### config.mk
export PLATFORM = sky130hd
export DESIGN_NAME = emr_seq
export DESIGN_NICKNAME = d
export VERILOG_FILES = /design/src/rtl/emr_pkg.sv /design/src/rtl/emr_fsm.sv /design/src/rtl/emr_drv.sv /design/src/rtl/emr_dll.sv /design/src/rtl/emr_seq.sv
export SDC_FILE = /design/constraint.sdc
export NUM_CORES = 1
export LEC_CHECK = 0
export ABC_AREA = 1
export BUFFER_PORTS_ARGS = -buffer_cell sky130_fd_sc_hd__buf_4
export CAP_MARGIN = 20
export CORE_ASPECT_RATIO = 1.2
export CORE_MARGIN = 2
export CORE_UTILIZATION = 53
export DETAILED_ROUTE_END_ITERATION = 8
export PLACE_DENSITY = 0.78
export REMOVE_ABC_BUFFERS = 1
export SYNTH_ARGS = -nofsm -noshare
export SYNTH_HDL_FRONTEND = slang
export SYNTH_HIERARCHICAL = 1
export SYNTH_SLANG_ARGS = --single-unit
export TNS_END_PERCENT = 50
### constraint.sdc
create_clock -name clk -period 1.75 [get_ports clk]
set_input_delay 0.2625 -clock clk [delete_from_list [all_inputs] [get_ports clk]]
set_output_delay 0.2625 -clock clk [all_outputs]
set_load 0.01 [all_outputs]
### src/rtl/emr_pkg.sv
package emr_pkg;

    localparam int EMR_W = 13;

    typedef enum logic [1:0] {
        ST_IDLE      = 2'd0,
        ST_DFLT_HOLD = 2'd1,
        ST_HOLD      = 2'd2
    } emr_state_e;

    typedef struct packed {
        logic       qoff;
        logic       dqsn_off;
        logic [2:0] ocd;
        logic [2:0] al;
        logic [1:0] term;
        logic       half_drv;
        logic       dll_off;
    } emr_cfg_t;

    localparam logic [2:0] OCD_EXIT = 3'b000;
    localparam logic [2:0] OCD_ADJ  = 3'b100;
    localparam logic [2:0] OCD_DFLT = 3'b111;
    localparam logic [2:0] AL_MAX   = 3'd5;
    localparam logic [1:0] BA_EMR1  = 2'b01;

    // Place each setting on the address pin the DRAM decodes it from.
    function automatic logic [EMR_W-1:0] emr_pack(input emr_cfg_t c);
        logic [EMR_W-1:0] a;
        a      = '0;
        a[0]   = c.dll_off;
        a[1]   = c.half_drv;
        a[2]   = c.term[0];
        a[6]   = c.term[1];
        a[5:3] = c.al;
        a[9:7] = c.ocd;
        a[10]  = c.dqsn_off;
        a[12]  = c.qoff;
        return a;
    endfunction

endpackage

### src/rtl/emr_fsm.sv
module emr_fsm
    import emr_pkg::*;
#(
    parameter int T_MRD = 2
) (
    input  logic clk,
    input  logic rst_n,
    input  logic req_valid,
    input  logic banks_idle,
    input  logic cke,
    input  logic al_bad,
    input  logic is_dflt,
    output logic ready_o,
    output logic fire_new,
    output logic fire_exit,
    output logic err
);

    localparam int CW = (T_MRD > 1) ? $clog2(T_MRD) : 1;
    localparam logic [CW-1:0] CNT_LOAD = CW'(T_MRD - 1);

    emr_state_e state, nxt;
    logic [CW-1:0] cnt;
    logic load, accept, cnt_zero;

    always_comb begin
        cnt_zero  = (cnt == '0);
        ready_o   = (state == ST_IDLE) && banks_idle && cke;
        accept    = req_valid && ready_o;
        fire_new  = accept && !al_bad;
        fire_exit = 1'b0;
        load      = 1'b0;
        nxt       = state;
        unique case (state)
            ST_IDLE: begin
                if (fire_new) begin
                    nxt  = is_dflt ? ST_DFLT_HOLD : ST_HOLD;
                    load = 1'b1;
                end
            end
            ST_DFLT_HOLD: begin
                if (cnt_zero) begin
                    fire_exit = 1'b1;
                    nxt       = ST_HOLD;
                    load      = 1'b1;
                end
            end
            ST_HOLD: begin
                if (cnt_zero) nxt = ST_IDLE;
            end
            default: nxt = ST_IDLE;
        endcase
    end

    always_ff @(posedge clk or negedge rst_n) begin
        if (!rst_n) begin
            state <= ST_IDLE;
            cnt   <= '0;
            err   <= 1'b0;
        end else begin
            state <= nxt;
            cnt   <= load ? CNT_LOAD : (cnt_zero ? cnt : cnt - 1'b1);
            err   <= accept && al_bad;
        end
    end

    assert_busy_no_ready_R4: assert property (@(posedge clk) disable iff (!rst_n)
        fire_new |=> !ready_o);

    assert_reject_no_issue_R5: assert property (@(posedge clk) disable iff (!rst_n)
        err |-> !$past(fire_new));

    assert_exit_then_hold_R6: assert property (@(posedge clk) disable iff (!rst_n)
        fire_exit |=> (state == ST_HOLD) && !fire_exit);

endmodule

### src/rtl/emr_drv.sv
module emr_drv
    import emr_pkg::*;
#(
    parameter int ADDR_W = 13
) (
    input  logic              clk,
    input  logic              rst_n,
    input  logic              fire_new,
    input  logic              fire_exit,
    input  emr_cfg_t          req_cfg,
    output logic              cs_n,
    output logic              ras_n,
    output logic              cas_n,
    output logic              we_n,
    output logic [1:0]        ba,
    output logic [ADDR_W-1:0] addr
);

    localparam emr_cfg_t CFG_RST = '{qoff: 1'b0, dqsn_off: 1'b0, ocd: OCD_EXIT,
                                     al: 3'd0, term: 2'd0, half_drv: 1'b0, dll_off: 1'b1};

    emr_cfg_t held, new_cfg, exit_cfg, cfg_sel;
    logic fire, mrs;

    always_comb begin
        new_cfg = req_cfg;
        if (req_cfg.ocd == OCD_ADJ) new_cfg.al = held.al;   // adjust keeps stored latency
        exit_cfg     = held;
        exit_cfg.ocd = OCD_EXIT;
        fire         = fire_new || fire_exit;
        cfg_sel      = fire_new ? new_cfg : exit_cfg;
    end

    always_ff @(posedge clk or negedge rst_n) begin
        if (!rst_n) begin
            held  <= CFG_RST;
            cs_n  <= 1'b0;
            ras_n <= 1'b1;
            cas_n <= 1'b1;
            we_n  <= 1'b1;
            ba    <= '0;
            addr  <= '0;
        end else begin
            cs_n  <= 1'b0;
            ras_n <= !fire;
            cas_n <= !fire;
            we_n  <= !fire;
            ba    <= fire ? BA_EMR1 : 2'b00;
            addr  <= fire ? ADDR_W'(emr_pack(cfg_sel)) : '0;
            if (fire) held <= cfg_sel;
        end
    end

    assign mrs = !cs_n && !ras_n && !cas_n && !we_n;

    assert_target_emr1_R1: assert property (@(posedge clk) disable iff (!rst_n)
        mrs |-> ba == BA_EMR1);

    assert_nop_idle_R1: assert property (@(posedge clk) disable iff (!rst_n)
        !mrs |-> (!cs_n && ras_n && cas_n && we_n && ba == 2'b00 && addr == '0));

    assert_field_legal_R2: assert property (@(posedge clk) disable iff (!rst_n)
        mrs |-> (addr[5:3] <= AL_MAX && addr[11] == 1'b0));

endmodule

### src/rtl/emr_dll.sv
module emr_dll #(
    parameter int DLL_LOCK = 200
) (
    input  logic clk,
    input  logic rst_n,
    input  logic wr,
    input  logic wr_dll_off,
    input  logic sr_enter,
    input  logic sr_exit,
    output logic rd_permit
);

    localparam int LW = $clog2(DLL_LOCK + 1);
    localparam logic [LW-1:0] LOCK_LOAD = LW'(DLL_LOCK - 1);

    logic          dll_on, prog_en;
    logic [LW-1:0] cnt;

    always_ff @(posedge clk or negedge rst_n) begin
        if (!rst_n) begin
            dll_on  <= 1'b0;
            prog_en <= 1'b0;
            cnt     <= '0;
        end else begin
            if (cnt != '0) cnt <= cnt - 1'b1;
            if (sr_enter) begin
                dll_on <= 1'b0;
            end else if (sr_exit && prog_en) begin
                dll_on <= 1'b1;
                cnt    <= LOCK_LOAD;
            end else if (wr) begin
                prog_en <= !wr_dll_off;
                if (wr_dll_off) begin
                    dll_on <= 1'b0;
                end else if (!dll_on) begin
                    dll_on <= 1'b1;
                    cnt    <= LOCK_LOAD;
                end
            end
        end
    end

    assign rd_permit = dll_on && (cnt == '0);

    assert_sr_drop_R9: assert property (@(posedge clk) disable iff (!rst_n)
        sr_enter |=> !rd_permit);

    assert_disable_drop_R11: assert property (@(posedge clk) disable iff (!rst_n)
        (wr && wr_dll_off && !sr_exit) |=> !rd_permit);

    assert_lock_wait_R8: assert property (@(posedge clk) disable iff (!rst_n)
        $rose(rd_permit) |-> (DLL_LOCK < 2 || $past(cnt) == LW'(1)));

endmodule

### src/rtl/emr_seq.sv
module emr_seq
    import emr_pkg::*;
#(
    parameter int ADDR_W   = 13,
    parameter int T_MRD    = 2,
    parameter int DLL_LOCK = 200
) (
    input  logic              clk,
    input  logic              rst_n,
    input  logic              req_valid,
    output logic              req_ready,
    input  logic              req_dll_off,
    input  logic              req_half_drv,
    input  logic [1:0]        req_term,
    input  logic [2:0]        req_al,
    input  logic [2:0]        req_ocd,
    input  logic              req_dqsn_off,
    input  logic              req_qoff,
    input  logic              banks_idle,
    input  logic              cke,
    input  logic              sr_enter,
    input  logic              sr_exit,
    output logic              req_err,
    output logic              rd_permit,
    output logic              cs_n,
    output logic              ras_n,
    output logic              cas_n,
    output logic              we_n,
    output logic [1:0]        ba,
    output logic [ADDR_W-1:0] addr
);

    emr_cfg_t cfg;
    logic al_bad, is_dflt, fire_new, fire_exit, wr_seen;

    always_comb begin
        cfg.qoff     = req_qoff;
        cfg.dqsn_off = req_dqsn_off;
        cfg.ocd      = req_ocd;
        cfg.al       = req_al;
        cfg.term     = req_term;
        cfg.half_drv = req_half_drv;
        cfg.dll_off  = req_dll_off;
        al_bad       = (req_al > AL_MAX) && (req_ocd != OCD_ADJ);
        is_dflt      = (req_ocd == OCD_DFLT);
        wr_seen      = !cs_n && !ras_n && !cas_n && !we_n && (ba == BA_EMR1);
    end

    emr_fsm #(.T_MRD(T_MRD)) u_fsm (
        .clk(clk), .rst_n(rst_n), .req_valid(req_valid), .banks_idle(banks_idle),
        .cke(cke), .al_bad(al_bad), .is_dflt(is_dflt), .ready_o(req_ready),
        .fire_new(fire_new), .fire_exit(fire_exit), .err(req_err)
    );

    emr_drv #(.ADDR_W(ADDR_W)) u_drv (
        .clk(clk), .rst_n(rst_n), .fire_new(fire_new), .fire_exit(fire_exit),
        .req_cfg(cfg), .cs_n(cs_n), .ras_n(ras_n), .cas_n(cas_n), .we_n(we_n),
        .ba(ba), .addr(addr)
    );

    emr_dll #(.DLL_LOCK(DLL_LOCK)) u_dll (
        .clk(clk), .rst_n(rst_n), .wr(wr_seen), .wr_dll_off(addr[0]),
        .sr_enter(sr_enter), .sr_exit(sr_exit), .rd_permit(rd_permit)
    );

endmodule

==> results of run 1 <==
==> registers in the layout, summed over array words and instances (netlist names) <==
name / count
u_fsm/state: 2
u_dll/cnt: 8
u_dll/prog_en: 1
u_drv/addr: 12
u_drv/ba: 1
u_drv/exit_cfg: 9
u_drv/we_n: 1
u_fsm/cnt: 1
u_dll/dll_on: 1
u_fsm/err: 1
==> layer usage <==
layer | vias up | part of all wire (%) | track usage, %
met5 | - | 0 | 0
met4 | 0 | 1.4 | 7.752
met3 | 4 | 4.1 | 5.597
met2 | 28 | 53 | 32.96
met1 | 682 | 41 | 22.18
li1 | 767 | - | -
==> worst max path at each step <==
| stage | start | to | slack, ns | depth (start not counted) |
|---|---|---|---|---|
| 2_1_floorplan | u_fsm/state[1]$_DFFE_PN0P_ | u_drv/addr[3]$_DFF_PN0_ | 0.14 | 6 |
| 3_3_place_gp | req_ocd[2] | u_drv/addr[4]$_DFF_PN0_ | 0.31 | 10 |
| 3_5_place_dp | req_ocd[1] | u_drv/addr[3]$_DFF_PN0_ | 0.29 | 10 |
| 4_1_cts | u_dll/cnt[0]$_DFF_PN0_ | rd_permit | 0.02 | 5 |
| 5_1_grt | u_dll/cnt[2]$_DFF_PN0_ | rd_permit | -0.01 | 6 |
| 6_report | u_dll/cnt[2]$_DFF_PN0_ | rd_permit | 0.06 | 6 |
==> cells in the final DEF, fill, tap and decap left out, types with 2 or more instances in the layout <==
master	n
sky130_fd_sc_hd__nand3_1	18
sky130_fd_sc_hd__nand2_2	9
sky130_fd_sc_hd__a21oi_2	5
sky130_fd_sc_hd__buf_4	40
sky130_fd_sc_hd__o21ai_0	3
sky130_fd_sc_hd__nor2_1	24
sky130_fd_sc_hd__nand4_1	3
sky130_fd_sc_hd__dfrtp_1	35
sky130_fd_sc_hd__nor2_8	2
sky130_fd_sc_hd__nand2_4	2
sky130_fd_sc_hd__clkbuf_8	6
sky130_fd_sc_hd__dfstp_2	2
sky130_fd_sc_hd__conb_1	3
sky130_fd_sc_hd__a21oi_1	6
sky130_fd_sc_hd__inv_1	25
sky130_fd_sc_hd__nand2_1	61
sky130_fd_sc_hd__xor2_1	2
sky130_fd_sc_hd__inv_2	6
sky130_fd_sc_hd__nor2_2	4
==> cells by family (layout without fill, tap and decap cells) <==
family                     after synthesis  count (layout)  synth area share [%]
other                                    1               3                0.1998
buffers and inverters                   38              81                 9.867
and+or+nand+nor                        127             127                 32.33
DFF                                     37              37                 49.47
xor gates and xnor gates                 2               2                0.9335
AOI/OAI and AO/OA                       17              17                 5.866
adders and majority gates                2               2                 1.333
==> where the power goes <==
group          switching, mW  internal, mW  total, mW
registers              0.146          1.05       1.20
clock network          0.302         0.463      0.765
logic                  0.444         0.330      0.774
==> what timing repair did <==
| action | 4_1_cts | 5_1_grt |
|---|---|---|
| setup endpoints to repair | 0 | 1 |
| hold endpoints to repair | 35 | 0 |
| setup buffers | 0 | 3 |
| gates resized for setup | 0 | 4 |
| hold buffers | 1 | 0 |
==> per-stage QoR <==
step,utilization (%),power [mW]
finish,69.12,2.738
global route,69.12,2.933
CTS,68.00,2.703
detailed placement,64.14,1.922
global placement,64.14,1.902
floorplan,-,1.686
==> layout make-up <==
class	instances	share of cell area (%)
clock buffers	6	3.548
clock inverters	2	1.613
inverters	31	5.000
multi-input cells	151	33.76
flip-flops and latches	37	39.89
well taps	37	1.989
repair buffers	42	14.19
==> worst max-delay path, cell delays in order (launching register included) <==
cell and delay [ns]:
sky130_fd_sc_hd__dfrtp_1 0.43, sky130_fd_sc_hd__inv_2 0.10, sky130_fd_sc_hd__nand2_2 0.09, sky130_fd_sc_hd__nor2_8 0.13, sky130_fd_sc_hd__nand3_4 0.13, sky130_fd_sc_hd__nor2_1 0.12, sky130_fd_sc_hd__buf_4 0.13
==> results.sh, run 1 <==
export IMPL_timing_hold_ws_ns=0.1970
export IMPL_gp_congestion=0.8337
export IMPL_nets=289
export IMPL_finalNonFillerCells=306
export IMPL_numCtsBuffers=5
export IMPL_synth_top_cells_by_count="sky130_fd_sc_hd__nand2_1, sky130_fd_sc_hd__dfrtp_1, sky130_fd_sc_hd__inv_1"
export IMPL_data_required_time_at_the_worst_endpoint_ns=1.49
export IMPL_cap_violations=0
export IMPL_post_synth_cell_area_avg_um2=8.379
export IMPL_antenna_cells=0
export IMPL_netlist_cell_type_count=28
export IMPL_clk_path_buf_depth=2
export IMPL_numPlacedInstances=294
export IMPL_timing_clock_skew_ns=0.006008
export IMPL_main_area_contributors_after_synthesis="sky130_fd_sc_hd__dfrtp_1, sky130_fd_sc_hd__nand2_1, sky130_fd_sc_hd__inv_1, sky130_fd_sc_hd__nor2_1, sky130_fd_sc_hd__nand3_1"
export IMPL_cts_sinks=37
export IMPL_drt_pre_antenna_iters=4
export IMPL_synth_area_mm2=0.001877
export IMPL_worst_hold_startpoint="req_half_drv"
export IMPL_areaGrowthSynthToFinish_pct=24.00
export IMPL_synth_top_cell_area_share_pct=46.67
export IMPL_ys_seq_area_share_pct=49.47
export IMPL_initial_utilization_pct=55.74
export IMPL_timing_final_max_slew_violations=0
export IMPL_clock_pin_slew_on_the_worst_setup_and_hold_paths_ns=0.07
export IMPL_place_worst_setup_slack_ns=0.2895
export IMPL_cts_tree="yes"
export IMPL_vias=1481
export IMPL_r2r_setup_slack_ns=0.28
export IMPL_synth_largest_area_cell="sky130_fd_sc_hd__dfrtp_1"
export IMPL_dpl_cell_area_mm2=0.002160
export IMPL_final_hold_violation_count=0
export IMPL_mean_routed_wirelength_per_cell_um=11.42
export IMPL_reg2reg_depth=7
export IMPL_global_route_wire_length_before_repair_um=5906
export IMPL_endpoint_kind_of_the_worst_setup_timing_path="output pin"
export IMPL_floorplan_core_area_mm2=0.003367
export IMPL_multiInputGateArea_um2=785.8
export IMPL_regToRegStartpoint="u_drv/we_n$_DFF_PN1_"
export IMPL_setup_viols_final=0
export IMPL_worst_slack_ns=0.06496
export IMPL_place_detailed_hpwl_um=2487
export IMPL_drive_gt1_share_pct=30.48
export IMPL_die_area_mm2=0.004035
export IMPL_post_synth_edffs=0
export IMPL_fp_dieH_um=69.19
export IMPL_grt_ovfl_total=0
export IMPL_grt_util_all_layers_pct=19.33
export IMPL_clock_fmax_mhz=593.5
export IMPL_critPathMaxFanout=7
export IMPL_layout_min_cycle_time_ns=1.685
export IMPL_fp_dieW_um=58.32
export IMPL_synth_seq_cells=37
export IMPL_filler_cell_count=293
export IMPL_clk_insertion_delay_late_ns=0.29
export IMPL_crit_reg2reg_capture="u_dll/cnt[3]$_DFF_PN0_"
export IMPL_floorplan_io_pins=41
export IMPL_post_route_design_area_mm2=0.002327
export IMPL_final_period_utilization_pct=96.29
export IMPL_totalWireLength_um=3496
export IMPL_async_reset_ff_share_pct=100.0
export IMPL_path_class="reg -> out"
export IMPL_seqCellArea_um2=928.4
export IMPL_route_antenna_remaining_nets=0
export IMPL_worst_endpoint_arrival_ns=1.42
export IMPL_worst_ir_drop_on_vdd_mv=0.8762
export IMPL_most_used_standard_cell_by_instance_count_after_synthesis="sky130_fd_sc_hd__nand2_1"
export IMPL_largest_net_degree_at_the_start_of_global_routing=38
export IMPL_number_of_antenna_violations_at_the_first_check_in_global_routing=0
export IMPL_synth_ff_type="sky130_fd_sc_hd__dfrtp_1"
export IMPL_port_buffers=37
export IMPL_worst_hold_path_num_cells=3
export IMPL_drt_vias_per_instance=4.840
export IMPL_htree_levels=2
export IMPL_setup_worst_path_start_class="flop"
export IMPL_row_count=23
export IMPL_grt_pass1_vias=1402
export IMPL_yosys_warnings=6
export IMPL_timing_hold_worst_endpoint="u_drv/exit_cfg[1]$_DFFE_PN0N_"
export IMPL_min_path_type="in -> reg"
export IMPL_drtIter0Drc=55
export IMPL_cellLeakagePower_nw=1.294
export IMPL_detail_route_drc_violations=0
export IMPL_setup_tns_ns=0
export IMPL_post_synthesis_instance_total=224
export IMPL_status="finished clean"
export IMPL_cts_root_buf="sky130_fd_sc_hd__clkbuf_8"
export IMPL_cell_area_power_density_mw_per_mm2=1176
Power figures use the tool's default switching activity.
==> run 2, diff against run 1 <==
--- a/config.mk
+++ b/config.mk
@@ -8,11 +8,11 @@
 export ABC_AREA = 1
 export BUFFER_PORTS_ARGS = -buffer_cell sky130_fd_sc_hd__buf_4
 export CAP_MARGIN = 20
-export CORE_ASPECT_RATIO = 1.2
+export CORE_ASPECT_RATIO = 0.6
 export CORE_MARGIN = 2
-export CORE_UTILIZATION = 53
+export CORE_UTILIZATION = 58
 export DETAILED_ROUTE_END_ITERATION = 8
-export PLACE_DENSITY = 0.78
+export PLACE_DENSITY = 0.84
 export REMOVE_ABC_BUFFERS = 1
 export SYNTH_ARGS = -nofsm -noshare
 export SYNTH_HDL_FRONTEND = slang
==> constraint.sdc (replaced) <==
create_clock -name clk -period 2.04 [get_ports clk]
set_input_delay 0.306 -clock clk [delete_from_list [all_inputs] [get_ports clk]]
set_output_delay 0.306 -clock clk [all_outputs]
set_load 0.01 [all_outputs]
==> results.sh, run 2 (same netlist as run 1, synthesis figures left out) <==
export IMPL_critical_path_max_stage_delay_ns=0.40
export IMPL_numCtsBuffers=5
export IMPL_filler_cell_count=234
export IMPL_worst_endpoint_arrival_ns=1.45
export IMPL_drt_vias_per_instance=4.926
export IMPL_floorplan_io_pins=41
export IMPL_row_count=15
export IMPL_gp_congestion=0.9135
export IMPL_totalWireLength_um=3749
export IMPL_timing_clock_skew_ns=0.004564
export IMPL_clk_path_buf_depth=2
export IMPL_path_class="reg -> out"
export IMPL_drtIter0Drc=112
export IMPL_cts_tree="yes"
export IMPL_dpl_cell_area_mm2=0.002161
export IMPL_number_of_antenna_violations_at_the_first_check_in_global_routing=0
export IMPL_htree_levels=2
export IMPL_finalNonFillerCells=309
export IMPL_numPlacedInstances=300
export IMPL_cts_sinks=37
export IMPL_fin_util_pct=75.91
export IMPL_final_hold_violation_count=0
export IMPL_grt_util_all_layers_pct=22.46
export IMPL_part_of_the_power_in_combinational_logic_pct=29.2
export IMPL_layout_cells_most_common_list="sky130_fd_sc_hd__nand2_1, sky130_fd_sc_hd__buf_4, sky130_fd_sc_hd__dfrtp_1"
export IMPL_timing_final_max_slew_violations=0
export IMPL_port_buffers=37
export IMPL_grt_ovfl_total=0
export IMPL_intPower_mw=1.388
export IMPL_die_area_mm2=0.003722
export IMPL_data_required_time_at_the_worst_endpoint_ns=1.73
export IMPL_seq_power_share_pct=48.5
export IMPL_drive_gt1_share_pct=27.72
export IMPL_status="finished clean"
export IMPL_clock_fmax_mhz=568.7
export IMPL_cpLargestDelayFamily="flip-flops"
export IMPL_largest_net_degree_at_the_start_of_global_routing=38
export IMPL_cts_root_buf="sky130_fd_sc_hd__clkbuf_8"
export IMPL_worst_path_max_delay_cell="sky130_fd_sc_hd__dfrtp_1"
export IMPL_p_clk_share_pct=22.2
export IMPL_fp_dieH_um=48.06
export IMPL_drt_pre_antenna_iters=4
export IMPL_areaGrowthSynthToFinish_pct=19.93
export IMPL_initial_utilization_pct=63.29
export IMPL_cell_area_power_density_mw_per_mm2=947.1
export IMPL_final_period_utilization_pct=86.20
export IMPL_unrepaired_setup_endpoints_after_global_routing="false"
export IMPL_layout_min_cycle_time_ns=1.758
export IMPL_worstPathCellList="inv_1 > ha_1 > nand3_4 > nor2_1 > buf_4"
export IMPL_final_common_cell="sky130_fd_sc_hd__nand2_1"
export IMPL_sw_frac_of_total_pct=34.90
export IMPL_grt_pass1_vias=1409
export IMPL_timing_hold_ws_ns=0.2517
export IMPL_place_detailed_hpwl_um=2779
export IMPL_max_flop_register="u_drv/addr"
export IMPL_vias=1522
export IMPL_global_route_wire_length_before_repair_um=6106
export IMPL_nets=287
export IMPL_clock_pin_slew_on_the_worst_setup_and_hold_paths_ns=0.07
export IMPL_endpoint_kind_of_the_worst_setup_timing_path="output pin"
export IMPL_worst_ir_drop_on_vdd_mv=0.5745
export IMPL_setup_viols_final=0
export IMPL_antenna_cells=0
export IMPL_clk_insertion_delay_late_ns=0.28
export IMPL_setup_worst_path_start_class="flop"
export IMPL_worstPathBufferInverterCount=2
export IMPL_largest_register_ff_count=12
export IMPL_critPathMaxFanout=7
export IMPL_fp_dieW_um=77.44
export IMPL_setup_tns_ns=0
export IMPL_power_switching_mw=0.7440
export IMPL_place_worst_setup_slack_ns=0.5243
export IMPL_detail_route_drc_violations=0
export IMPL_floorplan_core_area_mm2=0.002965
export IMPL_route_antenna_remaining_nets=0
export IMPL_report_power_total_mw=2.132
export IMPL_cellLeakagePower_nw=1.264
export IMPL_min_path_type="in -> reg"
export IMPL_worst_slack_ns=0.2815
export IMPL_post_route_design_area_mm2=0.002251
export IMPL_cap_violations=0
export IMPL_mean_routed_wirelength_per_cell_um=12.13
==> run 2: repair_timing <==
item	in CTS	in global routing
hold buffers	1	0
setup endpoints to repair	0	0
buffers inserted	0	0
hold endpoints to repair	35	0
gates resized for setup	0	0
==> run 2: power by group through the flow <==
stage,Clock [mW],Combinational (mW),Sequential (mW)
floorplan,0,0.419,1.03
global placement,0,0.596,1.03
detailed placement,0,0.613,1.04
CTS,0.483,0.624,1.03
global route,0.512,0.710,1.05
finish,0.474,0.623,1.03
==> run 2: final cells by class <==
| cell class | count | area (µm²) | area share, % |
|---|---|---|---|
| inverters | 31 | 116.4 | 5.170 |
| repair buffers | 40 | 302.8 | 13.45 |
| well taps | 42 | 52.55 | 2.335 |
| clock buffers | 8 | 80.08 | 3.558 |
| flip-flops and latches | 37 | 928.4 | 41.25 |
| multi-input cells | 151 | 770.7 | 34.24 |
==> run 2: worst paths after layout <==
check / startpoint / end / slack, ns / cells past startpoint
max: u_dll/cnt[0]$_DFF_PN0_ / rd_permit / 0.28 / 5
min: req_half_drv / u_drv/exit_cfg[1]$_DFFE_PN0N_ / 0.25 / 3
max reg2reg: u_drv/we_n$_DFF_PN1_ / u_dll/cnt[4]$_DFF_PN0_ / 0.52 / 7
min reg2reg: u_dll/prog_en$_DFFE_PN0P_ / u_dll/prog_en$_DFFE_PN0P_ / 0.48 / 2
max in group asynchronous: rst_n / u_drv/exit_cfg[0]$_DFFE_PN1N_ / 1.19 / 2
min in group asynchronous: rst_n / u_drv/addr[8]$_DFF_PN0_ / 0.51 / 2
==> run 2: tightest hold or removal path, stage by stage <==
cell and delay [ns]:
sky130_fd_sc_hd__buf_4 0.08, sky130_fd_sc_hd__nand2_2 0.05, sky130_fd_sc_hd__nand2_1 0.06
==> run 2: per-layer routing <==
layer | routed length [µm] | global-route usage (%) | vias to the layer above
met1 | 1852 | 30.70 | 691
met4 | 33 | 10.36 | 0
met2 | 1555 | 34.96 | 58
li1 | - | - | 769
met3 | 308 | 5.849 | 4
met5 | 0 | 0 | -
